===== config.mk =====
export PLATFORM = sky130hd
export DESIGN_NAME = thermal_event_gen
export DESIGN_NICKNAME = d
export VERILOG_FILES = /design/src/rtl/thm_pkg.sv /design/src/rtl/thm_sync.sv /design/src/rtl/thm_edge.sv /design/src/rtl/thm_regs.sv /design/src/rtl/thermal_event_gen.sv
export SDC_FILE = /design/constraint.sdc
export NUM_CORES = 1
export LEC_CHECK = 0
export BUFFER_PORTS_ARGS = -buffer_cell sky130_fd_sc_hd__buf_4
export CAP_MARGIN = 0
export CORE_AREA = 2 2 39 41
export DETAILED_ROUTE_END_ITERATION = 6
export DIE_AREA = 0 0 41 43
export PLACE_DENSITY = 0.44
export SLEW_MARGIN = 20
export SYNTH_ARGS = -nofsm -noshare
export SYNTH_HDL_FRONTEND = slang
export SYNTH_SLANG_ARGS = --single-unit

===== constraint.sdc =====
create_clock -name clk -period 2.1 [get_ports clk]
set_input_delay 0.315 -clock clk [delete_from_list [all_inputs] [get_ports clk]]
set_output_delay 0.315 -clock clk [all_outputs]
set_load 0.05 [all_outputs]

===== src/rtl/thm_pkg.sv =====
package thm_pkg;
  localparam int REG_W     = 3;
  localparam int BIT_EN    = 0;
  localparam int BIT_POL   = 1;
  localparam int BIT_ROUTE = 2;
  localparam logic ADDR_CTRL = 1'b0;
  localparam logic ADDR_STAT = 1'b1;

  typedef struct packed {
    logic route;
    logic pol;
    logic en;
  } thm_ctrl_t;
endpackage


===== src/rtl/thm_sync.sv =====
module thm_sync #(
  parameter int   STAGES  = 2,
  parameter logic RST_VAL = 1'b1
) (
  input  logic clk,
  input  logic rst_n,
  input  logic d,
  output logic q
);
  logic [STAGES-1:0] chain;

  generate
    if (STAGES == 1) begin : g_single
      always_ff @(posedge clk or negedge rst_n) begin
        if (!rst_n) chain <= RST_VAL;
        else        chain <= d;
      end
    end else begin : g_multi
      always_ff @(posedge clk or negedge rst_n) begin
        if (!rst_n) chain <= {STAGES{RST_VAL}};
        else        chain <= {chain[STAGES-2:0], d};
      end
    end
  endgenerate

  assign q = chain[STAGES-1];
endmodule


===== src/rtl/thm_edge.sv =====
module thm_edge (
  input  logic clk,
  input  logic rst_n,
  input  logic lvl,
  input  logic pol,
  input  logic sleep,
  output logic prev_lvl,
  output logic hit
);
  logic fall, rise;

  always_ff @(posedge clk or negedge rst_n) begin
    if (!rst_n) prev_lvl <= 1'b1;
    else        prev_lvl <= lvl;
  end

  // Edges are taken from level history only; polarity just selects one,
  // so a polarity change cannot manufacture a transition.
  assign fall = prev_lvl & ~lvl;
  assign rise = ~prev_lvl & lvl;
  assign hit  = ~sleep & (pol ? rise : fall);
endmodule


===== src/rtl/thm_regs.sv =====
module thm_regs
  import thm_pkg::*;
(
  input  logic             clk,
  input  logic             rst_n,
  input  logic             wr,
  input  logic             addr,
  input  logic [REG_W-1:0] wdata,
  input  logic             hit,
  output thm_ctrl_t        ctrl,
  output logic             status,
  output logic             clr,
  output logic [REG_W-1:0] rdata
);
  assign clr = wr && (addr == ADDR_STAT) && wdata[0];

  always_ff @(posedge clk or negedge rst_n) begin
    if (!rst_n)                           ctrl <= '0;
    else if (wr && (addr == ADDR_CTRL))   ctrl <= thm_ctrl_t'(wdata);
  end

  always_ff @(posedge clk or negedge rst_n) begin
    if (!rst_n)   status <= 1'b0;
    else if (hit) status <= 1'b1;   // set beats clear
    else if (clr) status <= 1'b0;
  end

  always_comb begin
    rdata = '0;
    if (addr == ADDR_CTRL) rdata = REG_W'(ctrl);
    else                   rdata[0] = status;
  end
endmodule


===== src/rtl/thermal_event_gen.sv =====
module thermal_event_gen
  import thm_pkg::*;
#(
  parameter int SYNC_STAGES = 2
) (
  input  logic             clk,
  input  logic             rst_n,
  input  logic             alarm_n,
  input  logic             sleep_deep,
  input  logic             reg_wr,
  input  logic             reg_addr,
  input  logic [REG_W-1:0] reg_wdata,
  output logic [REG_W-1:0] reg_rdata,
  output logic             smi_req,
  output logic             sci_req
);
  logic      sync_lvl, prev_lvl, edge_hit, status_q, clr_req, evt_req;
  thm_ctrl_t ctrl;

  thm_sync #(.STAGES(SYNC_STAGES), .RST_VAL(1'b1)) u_sync (
    .clk(clk), .rst_n(rst_n), .d(alarm_n), .q(sync_lvl)
  );

  thm_edge u_edge (
    .clk(clk), .rst_n(rst_n), .lvl(sync_lvl), .pol(ctrl.pol),
    .sleep(sleep_deep), .prev_lvl(prev_lvl), .hit(edge_hit)
  );

  thm_regs u_regs (
    .clk(clk), .rst_n(rst_n), .wr(reg_wr), .addr(reg_addr),
    .wdata(reg_wdata), .hit(edge_hit), .ctrl(ctrl), .status(status_q),
    .clr(clr_req), .rdata(reg_rdata)
  );

  assign evt_req = status_q & ctrl.en;
  assign smi_req = evt_req & ~ctrl.route;
  assign sci_req = evt_req &  ctrl.route;
endmodule


==> out/metrics.yaml <==
drv_cap: 0
ir_drop_v: 0.000262
fp.coreArea_mm2: 0.00138
drc_errors: 0
layout.nets: 49
period_share_pct: 67.5
ys_types: 13
hold_slack_ns: 0.171
dieArea_mm2: 0.00176
cp_cell_sequence: "mux2_2 -> buf_4"
start_util_pct: 21.4
final_cells: 55
grt_use_total_pct: 8.51
hp-class: "in -> reg"
synth_top_cell_area_share_pct: 33.8
slew_viol_final: 0
antenna_found_initial: 0
wirelength_um: 561
cp-start-kind: "flip-flop"
place_inst: 50
finalSetupTns_ns: 0
slowest_delay_ns: 0.40
drt_first_pass_iters: 2
worstPathRequired_ns: 1.78
htreeDepth: 1
num_io_pins: 14
vias_per_cell: 4.24
dpl_cell_area_um2: 414
hold_buffers: 1
clkTransAtPathRegs_ns: 0.05
hold_violations: 0
syn_area_um2: 297
port_buffers: 13
post-route-util_pct: 32.5
async_reset_ff_share_pct: 100
timing.slew.headroom_pct: 80.7
critPathMaxFanout: 4
drt_iter0_drc: 1
num_rows: 14
cts_resized: 0
syn-instance-count: 21
ys.flop_type: "dfrtp_1"
yosys_warnings: 0
antenna_cells: 0
ys_seq_elements: 7
setup_slack_ns: 0.682
area_delta_synth_final_pct: 51.9
rsz0062_at_grt: "no"
worstSetupPathType: "reg -> out"
root_buffer: "clkbuf_4"
yosys.area.top_type: "dfrtp_1"
critPathSlowestCell: "dfrtp_1"
cts_tree: "done"
synth.most_common_cell: "dfrtp_1"
p_leak_nw: 0.213
layout-drive-gt1-share_pct: 59.0
die_h_um: 43
endpoint_kind: "output pin"
skew_ns: 0.00438
worst_pin_slew_ns: 0.285
total_power_mw: 0.402
fmax_mhz: 705
synth_edf_count: 0
synth.area.top_cells: "dfrtp_1 (34%), dfstp_2 (27%), mux2_1 (11%)"
gr-total-overflow: 0
synth_commonest_cells: "dfrtp_1 (4), dfstp_2 (3), mux2_1 (3)"
grt_pass1_wl_um: 959
ys_seq_area_share_pct: 60.3
clock_latency_ns: 0.25
clock_path_buffers: 2
status: "complete, no violations"
cts_setup_buffers: 0
p_per_area_mw_per_mm2: 893
dieWidth_um: 41
synth_nets: 30
place_ws_ns: 0.847
drtAntennaViolNets: 0
fin_area_um2: 450
routabilityCongestion: 0.635
period_needed_ns: 1.42
cts_sinks: 7
setup_viol: 0
avgSynthCellArea_um2: 14.1
routedWlPerCell_um: 10.2
numCtsBuffers: 3
vias: 233
grt_max_degree: 8
grt_pass1_vias: 253
cp_data_arrival_time_ns: 1.10
[cell usage in the layout (no fill, tap or decap)]
cell and n:
mux2_1 3, dfstp_2 3, dfrtp_1 4, dlygate4sd3_1 1
nor4b_1 1, and2b_2 2, and3_1 1, nor2b_2 1
nor2_1 1, clkbuf_4 3, nor4bb_1 1, nand2_1 1
clkbuf_1 1, a211o_1 1, nand3_1 1, mux2_2 1
buf_4 13
[metal layers]
layer,global-route usage [%],up-vias,share of wire [%]
li1,-,112,-
met1,9.27,107,42
met2,11.9,12,45
met3,3.14,2,9.4
met4,8.00,0,2.5
met5,0,-,0
[logic make-up after synthesis]
logic type | after synthesis | synth area share, %
mux | 4 | 15.2
simple gates | 9 | 21.5
flops | 7 | 60.3
compound gates | 1 | 2.95
[critical path: cells and delay by family (launching register included)]
kind / cells / cell delay, ns
flops: 1 / 0.40
mux: 1 / 0.27
buf+inv: 1 / 0.19
[area by class of cell]
type,count,area (µm²)
timing repair buffer,14,108
clock buffer,4,26.3
sequential,7,179
tap,16,20.0
multi-input combinational,14,118
fill,150,933
[final timing paths]
check / from / endpoint / slack, ns / cells past startpoint
worst min register to register: u_sync.chain[0]$_DFF_PN1_ / u_sync.chain[1]$_DFF_PN1_ / 0.35 / 0
worst min-delay path: alarm_n / u_sync.chain[0]$_DFF_PN1_ / 0.17 / 1
worst max-delay path: u_regs.status$_DFFE_PN0P_ / reg_rdata[0] / 0.68 / 2
max in group asynchronous: rst_n / u_edge.prev_lvl$_DFF_PN1_ / 1.49 / 2
min in group asynchronous: rst_n / u_regs.ctrl[1]$_DFFE_PN0P_ / 0.40 / 2
worst max register to register: u_edge.prev_lvl$_DFF_PN1_ / u_regs.status$_DFFE_PN0P_ / 1.14 / 2
[sequential cells by signal, indices dropped and copies added, names as in the netlist]
register	flops
u_regs.ctrl	3
u_sync.chain	2
u_regs.status	1
u_edge.prev_lvl	1
[where the power goes]
part | internal (mW) | switching [mW]
Combinational | 0.0471 | 0.0667
Clock | 0.0725 | 0.0491
Sequential | 0.154 | 0.0133
Power figures use the tool's default switching activity.
